==> config.mk <==
export PLATFORM = sky130hd
export DESIGN_NAME = wrbuf_coalesce
export DESIGN_NICKNAME = d
export VERILOG_FILES = /design/src/rtl/wrbuf_pkg.sv /design/src/rtl/wrbuf_store.sv /design/src/rtl/wrbuf_read_ctl.sv /design/src/rtl/wrbuf_coalesce.sv
export SDC_FILE = /design/constraint.sdc
export NUM_CORES = 1
export LEC_CHECK = 0
export CELL_PAD_IN_SITES_DETAIL_PLACEMENT = 1
export CELL_PAD_IN_SITES_GLOBAL_PLACEMENT = 1
export CORE_MARGIN = 3
export CORE_UTILIZATION = 40
export DETAILED_ROUTE_END_ITERATION = 10
export PLACE_DENSITY_LB_ADDON = 0.1
export SLEW_MARGIN = 20
export SYNTH_ARGS = -nofsm -noshare
export SYNTH_HDL_FRONTEND = slang
export SYNTH_SLANG_ARGS = --single-unit
==> constraint.sdc <==
create_clock -name clk -period 40.4 [get_ports clk]
set_input_delay 6.06 -clock clk [delete_from_list [all_inputs] [get_ports clk]]
set_output_delay 6.06 -clock clk [all_outputs]
set_load 0.02 [all_outputs]
==> src/rtl/wrbuf_pkg.sv <==
`timescale 1ns/1ps
// Shared definitions for the coalescing write buffer.
// Assumes nothing beyond standard SystemVerilog packages.
package wrbuf_pkg;

    // Read-path sequencing states
    typedef enum logic [1:0] {
        RD_IDLE  = 2'd0,
        RD_ISSUE = 2'd1,
        RD_WAIT  = 2'd2
    } rd_state_e;

endpackage

==> src/rtl/wrbuf_store.sv <==
`timescale 1ns/1ps
// Circular entry store for the write buffer.
// Holds DEPTH queued writes, merges new writes into matching younger
// entries, offers the oldest entry to memory and finds the youngest
// entry matching a read address.
// Assumes DEPTH is a power of two, at least 2, and that wr_fire is never
// raised for an allocating write while full is high.
module wrbuf_store #(
    parameter int ADDR_W = 8,
    parameter int DATA_W = 32,
    parameter int DEPTH  = 8
) (
    input  logic                         clk,
    input  logic                         rst_n,
    input  logic                         wr_fire,
    input  logic [ADDR_W-1:0]            wr_addr,
    input  logic [DATA_W-1:0]            wr_data,
    input  logic                         pop,
    input  logic [ADDR_W-1:0]            lk_addr,
    output logic                         merge_hit,
    output logic                         push_alloc,
    output logic                         full,
    output logic                         head_valid,
    output logic [ADDR_W-1:0]            head_addr,
    output logic [DATA_W-1:0]            head_data,
    output logic                         lk_hit,
    output logic [DATA_W-1:0]            lk_data,
    output logic [$clog2(DEPTH+1)-1:0]   occ
);
    localparam int PTR_W = $clog2(DEPTH);
    localparam int CNT_W = $clog2(DEPTH+1);

    logic [DEPTH-1:0]  ent_vld;
    logic [ADDR_W-1:0] ent_addr [DEPTH];
    logic [DATA_W-1:0] ent_data [DEPTH];
    logic [PTR_W-1:0]  head_ptr;
    logic [PTR_W-1:0]  tail_ptr;
    logic [PTR_W-1:0]  merge_idx;
    logic [PTR_W-1:0]  lk_idx;
    logic [DEPTH-1:0]  merge_vec;
    logic [DEPTH-1:0]  lk_vec;
    logic [CNT_W-1:0]  occ_q;

    // Per-slot address comparators for merging and for read lookup
    generate
        for (genvar g = 0; g < DEPTH; g++) begin : g_cmp
            localparam logic [PTR_W-1:0] SLOT = PTR_W'(g);
            assign merge_vec[g] = ent_vld[g] && (ent_addr[g] == wr_addr)
                                  && (SLOT != head_ptr);
            assign lk_vec[g]    = ent_vld[g] && (ent_addr[g] == lk_addr);
        end
    endgenerate

    // Encode the (unique) mergeable slot
    always_comb begin
        merge_idx = '0;
        for (int i = 0; i < DEPTH; i++) begin
            if (merge_vec[i]) merge_idx = PTR_W'(i);
        end
    end

    // Pick the matching slot furthest from the head, i.e. the youngest
    always_comb begin
        logic [PTR_W-1:0] age_i;
        logic [PTR_W-1:0] best_age;
        logic             found;
        lk_idx   = '0;
        best_age = '0;
        found    = 1'b0;
        for (int i = 0; i < DEPTH; i++) begin
            age_i = PTR_W'(i) - head_ptr;
            if (lk_vec[i] && (!found || age_i > best_age)) begin
                found    = 1'b1;
                best_age = age_i;
                lk_idx   = PTR_W'(i);
            end
        end
    end

    assign merge_hit  = |merge_vec;
    assign push_alloc = wr_fire && !merge_hit;
    assign full       = (occ_q == CNT_W'(DEPTH));
    assign head_valid = (occ_q != '0);
    assign head_addr  = ent_addr[head_ptr];
    assign head_data  = ent_data[head_ptr];
    assign lk_hit     = |lk_vec;
    assign lk_data    = ent_data[lk_idx];
    assign occ        = occ_q;

    // Slot valid bits, pointers and occupancy
    always_ff @(posedge clk) begin
        if (!rst_n) begin
            ent_vld  <= '0;
            head_ptr <= '0;
            tail_ptr <= '0;
            occ_q    <= '0;
        end else begin
            if (pop) begin
                ent_vld[head_ptr] <= 1'b0;
                head_ptr          <= head_ptr + 1'b1;
            end
            if (push_alloc) begin
                ent_vld[tail_ptr] <= 1'b1;
                tail_ptr          <= tail_ptr + 1'b1;
            end
            case ({push_alloc, pop})
                2'b10:   occ_q <= occ_q + 1'b1;
                2'b01:   occ_q <= occ_q - 1'b1;
                default: occ_q <= occ_q;
            endcase
        end
    end

    // Slot payload: fill on allocation, overwrite data on merge
    always_ff @(posedge clk) begin
        if (push_alloc) begin
            ent_addr[tail_ptr] <= wr_addr;
            ent_data[tail_ptr] <= wr_data;
        end else if (wr_fire && merge_hit) begin
            ent_data[merge_idx] <= wr_data;
        end
    end

endmodule

==> src/rtl/wrbuf_read_ctl.sv <==
`timescale 1ns/1ps
// Read path of the write buffer.
// Serves a read from the entry store on a hit, otherwise issues it on the
// memory read channel in a cycle without a write beat, then returns the
// answer as a one-cycle response pulse.
// Assumes memory answers each accepted read once, in a later cycle.
module wrbuf_read_ctl
    import wrbuf_pkg::*;
#(
    parameter int ADDR_W = 8,
    parameter int DATA_W = 32
) (
    input  logic              clk,
    input  logic              rst_n,
    input  logic              rd_valid,
    input  logic [ADDR_W-1:0] rd_addr,
    output logic              rd_ready,
    output logic              rd_resp_valid,
    output logic [DATA_W-1:0] rd_resp_data,
    input  logic              lk_hit,
    input  logic [DATA_W-1:0] lk_data,
    input  logic              mem_wr_busy,
    output logic              mem_rd_valid,
    input  logic              mem_rd_ready,
    output logic [ADDR_W-1:0] mem_rd_addr,
    input  logic              mem_rd_resp_valid,
    input  logic [DATA_W-1:0] mem_rd_resp_data,
    output logic              rd_busy
);
    rd_state_e         state_q;
    logic [ADDR_W-1:0] miss_addr_q;

    // Handshake outputs derived from the current state
    always_comb begin
        rd_ready     = (state_q == RD_IDLE) && !rd_resp_valid;
        mem_rd_valid = (state_q == RD_ISSUE) && !mem_wr_busy;
    end

    assign mem_rd_addr = miss_addr_q;
    assign rd_busy     = (state_q != RD_IDLE);

    // Read sequencing and response registers
    always_ff @(posedge clk) begin
        if (!rst_n) begin
            state_q       <= RD_IDLE;
            rd_resp_valid <= 1'b0;
            rd_resp_data  <= '0;
            miss_addr_q   <= '0;
        end else begin
            rd_resp_valid <= 1'b0;
            case (state_q)
                RD_IDLE: begin
                    if (rd_valid && rd_ready) begin
                        if (lk_hit) begin
                            rd_resp_valid <= 1'b1;
                            rd_resp_data  <= lk_data;
                        end else begin
                            miss_addr_q <= rd_addr;
                            state_q     <= RD_ISSUE;
                        end
                    end
                end
                RD_ISSUE: begin
                    if (mem_rd_valid && mem_rd_ready) state_q <= RD_WAIT;
                end
                RD_WAIT: begin
                    if (mem_rd_resp_valid) begin
                        rd_resp_valid <= 1'b1;
                        rd_resp_data  <= mem_rd_resp_data;
                        state_q       <= RD_IDLE;
                    end
                end
                default: state_q <= RD_IDLE;
            endcase
        end
    end

endmodule

==> src/rtl/wrbuf_coalesce.sv <==
`timescale 1ns/1ps
// Coalescing write buffer with read forwarding.
// Accepts processor writes into a merging queue, drains them to memory in
// acceptance order, and answers reads from the queue or from memory.
// Assumes requesters hold address and data steady until accepted.
module wrbuf_coalesce #(
    parameter int ADDR_W = 8,
    parameter int DATA_W = 32,
    parameter int DEPTH  = 8
) (
    input  logic              clk,
    input  logic              rst_n,
    input  logic              wr_valid,
    output logic              wr_ready,
    input  logic [ADDR_W-1:0] wr_addr,
    input  logic [DATA_W-1:0] wr_data,
    input  logic              rd_valid,
    output logic              rd_ready,
    input  logic [ADDR_W-1:0] rd_addr,
    output logic              rd_resp_valid,
    output logic [DATA_W-1:0] rd_resp_data,
    output logic              mem_wr_valid,
    input  logic              mem_wr_ready,
    output logic [ADDR_W-1:0] mem_wr_addr,
    output logic [DATA_W-1:0] mem_wr_data,
    output logic              mem_rd_valid,
    input  logic              mem_rd_ready,
    output logic [ADDR_W-1:0] mem_rd_addr,
    input  logic              mem_rd_resp_valid,
    input  logic [DATA_W-1:0] mem_rd_resp_data
);
    localparam int CNT_W = $clog2(DEPTH+1);

    logic              wr_fire;
    logic              pop;
    logic              merge_hit;
    logic              push_alloc;
    logic              full;
    logic              lk_hit;
    logic [DATA_W-1:0] lk_data;
    logic [CNT_W-1:0]  occ;
    logic              rd_busy;

    // Write admission: reads first, then room or a merge target
    assign wr_ready = !rd_valid && !rd_busy && (merge_hit || !full);
    assign wr_fire  = wr_valid && wr_ready;
    assign pop      = mem_wr_valid && mem_wr_ready;

    wrbuf_store #(
        .ADDR_W (ADDR_W),
        .DATA_W (DATA_W),
        .DEPTH  (DEPTH)
    ) store_i (
        .clk        (clk),
        .rst_n      (rst_n),
        .wr_fire    (wr_fire),
        .wr_addr    (wr_addr),
        .wr_data    (wr_data),
        .pop        (pop),
        .lk_addr    (rd_addr),
        .merge_hit  (merge_hit),
        .push_alloc (push_alloc),
        .full       (full),
        .head_valid (mem_wr_valid),
        .head_addr  (mem_wr_addr),
        .head_data  (mem_wr_data),
        .lk_hit     (lk_hit),
        .lk_data    (lk_data),
        .occ        (occ)
    );

    wrbuf_read_ctl #(
        .ADDR_W (ADDR_W),
        .DATA_W (DATA_W)
    ) rdctl_i (
        .clk               (clk),
        .rst_n             (rst_n),
        .rd_valid          (rd_valid),
        .rd_addr           (rd_addr),
        .rd_ready          (rd_ready),
        .rd_resp_valid     (rd_resp_valid),
        .rd_resp_data      (rd_resp_data),
        .lk_hit            (lk_hit),
        .lk_data           (lk_data),
        .mem_wr_busy       (pop),
        .mem_rd_valid      (mem_rd_valid),
        .mem_rd_ready      (mem_rd_ready),
        .mem_rd_addr       (mem_rd_addr),
        .mem_rd_resp_valid (mem_rd_resp_valid),
        .mem_rd_resp_data  (mem_rd_resp_data),
        .rd_busy           (rd_busy)
    );

endmodule

==> impl_metrics.yaml <==
status:
  status: "finished, final reports clean"
clock_tree:
  cts_post_setup_buffers_inserted: 0
  h_tree_level_count: 2
  cts-buffers-inserted: 45
  clock_tree.root_cell: "clkbuf_16"
  holdBufCountCts: 0
  clock_latency_ns: 0.60
  clkSinkCount: 384
  cts_repair_resize_count: 0
  cts-root-to-sink-buffers: 3
  clock_input_transition_at_the_sequential_cells_of_the_worst_setup_and_hold_paths_ns: 0.06
  tritoncts_clock_tree: "yes"
synth:
  synth_compound_area_frac: 0.0806
  post_synth_fa_ha_maj_area_fraction: 0.0216
  combinational_family_with_the_most_area_after_synthesis: "multiplexers"
  synthesis.yosys.warnings: 0
  syn_nets: 1702
  netlist_area_sq_um: 20100
  area_share_of_the_leading_cell_type_in_the_synthesized_netlist: 0.479
  synthesis.instances: 1581
  area_share_of_xor_xnor_cells_in_the_synthesized_design: 0.0576
  ys_top_cells_by_count: "320 x edfxtp_1, 119 x nand2_1, 96 x nor2_1"
  synthDominantAreaCellType: "edfxtp_1"
  post-synth-top-count-cell: "edfxtp_1"
  synthArstFlopShare: 0
  cell_types_with_the_largest_area_share_after_synthesis: "edfxtp_1 48%, mux4_2 9.1%, dfxtp_1 6.4%"
  dominant_synthesized_flop_cell: "edfxtp_1"
  synth_area_per_cell_sq_um: 12.7
  ys_seq_elements: 384
  muxShareOfSynthArea: 0.148
  yosysSeqAreaShare: 0.542
  yosysUniqueCellTypes: 73
  synth_edf_count: 320
  synth_simple_gate_area_frac: 0.122
route:
  via_count: 14700
  post_drt_via_cell_ratio: 6.04
  drt-total-wl_mm: 70.3
  initialDrtViolationCount: 1282
  wl_per_cell_um: 28.9
  antenna_violating_nets_post_route: 0
  drcViolationCount: 0
  detail_route.first_pass.iterations: 5
setup_path:
  critical-path-top-cell-by-count: "ha_1"
  timing.critical_path.slowest_stage_cell: "nor3_2"
  startpoint_to_endpoint_class_of_the_critical_path: "primary input to flop"
  crit_path_end_kind: "flop"
  required_ns: 40.88
  cp-start-kind: "primary input"
  worstPathArrival_ns: 20.66
  max_stage_delay_ns: 0.87
  critical_path.max_fanout: 37
sta:
  finClkSkew_ns: 0.0284
  timing.max_slew.rel_slack: 0.231
  report.final.setup_viol: 0
  final_max_slew_viol_count: 0
  worstMarginPinSlew_ns: 1.15
  totalNegativeSetupSlack_ns: 0
  timing.final.crit_share: 0.499
  finalHoldViolations: 0
  maxClockFrequency_mhz: 49.6
  layout_min_cycle_time_ns: 20.18
  setup_repair_after_global_routing_missed_its_margin: "no"
floorplan:
  initial_core_util: 0.408
  io-pin-count: 172
  fp.dieArea_sq_um: 52900
  fp-row-count: 81
  floorplan.core_area_sq_um: 49300
  die-width_um: 230
  chipHeight_um: 230
global_routing:
  grt_overflow_total: 0
  maximum_number_of_pins_on_one_net_before_global_route_repair: 65
  global_route.usage.total: 0.262
  grt_pass1_vias: 15500
  antenna_found_initial: 4
  global_route_wire_length_before_repair_mm: 103
worst_hold_path:
  worstHoldPathType: "flop to flop"
pwr:
  power.leakage_nw: 7.79
  power.density_nw_per_um2: 45.8
  highest_ir_drop_seen_on_vdd_mv: 0.0407
  p_total_w: 0.00110
cells_and_area:
  antenna_cells_inserted: 0
  area_growth_pct: 19.4
  final_layout_size_suffix_gt1_frac: 0.174
  final-instance-count-excl-fill: 2432
  fin_nets: 1852
job:
  drv.max_cap_violation_count: 0
placement:
  dpl.hpwl_mm: 44.8
  placement.io_buffers: 171
  post-place-cells: 2348
  gp_congestion: 0.923
stage by stage:
step	area (sq um)	utilization	setup WS [ns]	hold WS, ns
6_report	24000	0.487	20.22	0.475
5_1_grt	24000	0.487	19.29	0.512
4_1_cts	24000	0.487	20.34	0.486
3_5_place_dp	22500	0.457	19.74	0.472
3_3_place_gp	22500	0.457	20.36	0.469
2_1_floorplan	20100	-	23.46	0.462
where the power goes:
part	leakage (nW)	internal [W]	switching (W)
Sequential	3.41	0.000440	0.0000162
Combinational	3.66	0.000112	0.000129
Clock	0.724	0.000230	0.000172
layer usage:
metal	up-vias	routed length (um)	track usage
li1	6396	-	-
met1	7600	30500	0.361
met2	581	33200	0.427
met3	115	4990	0.0483
met4	8	1540	0.0696
met5	-	41	0
critical path: cells and delay by family:
family	cells	cell delay (ns)
buffers and inverters	3	1.29
AND/OR/NAND/NOR	18	4.94
XOR/XNOR	1	0.42
multiplexers	6	2.04
AO/OA/AOI/OAI	21	3.78
adder cells (fa/ha/maj)	7	2.08
logic make-up (layout without fill, tap and decap cells):
kind of cell / Yosys count / count (layout)
flip-flops: 384 / 384
XOR/XNOR: 132 / 132
AND/OR/NAND/NOR: 488 / 488
AO/OA/AOI/OAI: 234 / 234
adder cells (fa/ha/maj): 34 / 34
buffers and inverters: 122 / 309
multiplexers: 187 / 187
final cells by class:
class,instances,area (sq um)
fill,5057,25300
sequential,384,10900
multi-input combinational,1075,8750
timing repair buffer,200,1930
clock buffer,62,1280
tap,664,831
clock inverter,22,179
inverter,25,93.8
path summary, 6_finish.rpt:
kind / start / to / slack (ns) / cells after the start
worst max-delay path: rd_addr[5] / rdctl_i.rd_resp_data[19] / 20.22 / 56
worst min-delay path: rdctl_i.rd_resp_data[7] / rdctl_i.rd_resp_data[7] / 0.48 / 2
worst max register to register: store_i.head_ptr[1] / rdctl_i.rd_resp_data[19] / 25.87 / 55
worst min register to register: rdctl_i.rd_resp_data[7] / rdctl_i.rd_resp_data[7] / 0.48 / 2
flip-flops by register name (all words and copies together) (netlist names), named ones only:
name,flops
rdctl_i.mem_rd_addr,8
store_i.occ,4
rdctl_i.rd_resp_valid,1
store_i.ent_vld,8
store_i.tail_ptr,3
rdctl_i.rd_resp_data,32
rdctl_i.state_q,2
store_i.ent_addr,64
store_i.ent_data,256
store_i.head_ptr,3
placed cells by master, fill, tap and decap left out, types with 9 or more instances in the layout:
cell / Yosys / layout
edfxtp_1: 320 / 320
clkdlybuf4s50_1: 0 / 171
nand2_1: 119 / 118
xnor2_1: 88 / 88
nor2_1: 96 / 84
mux4_2: 81 / 81
nand3_1: 78 / 78
mux2_2: 73 / 73
dfxtp_1: 64 / 61
nor3_1: 55 / 54
o21ai_0: 51 / 50
o211ai_1: 45 / 45
clkbuf_16: 0 / 45
xor2_1: 44 / 44
ha_1: 33 / 33
mux2i_1: 32 / 32
a21oi_1: 30 / 29
buf_4: 4 / 29
inv_1: 25 / 24
and3_1: 23 / 23
or3_1: 21 / 21
nand4_1: 20 / 20
a31oi_1: 20 / 20
a32oi_1: 16 / 16
nor4_1: 16 / 15
a211oi_1: 15 / 15
or4_1: 14 / 14
clkinv_2: 0 / 11
nand2b_1: 11 / 10
o21a_1: 10 / 10
o31ai_1: 9 / 9
nor2_4: 1 / 9
clkbuf_8: 0 / 9
No activity file was read; power rests on OpenSTA's default activity.
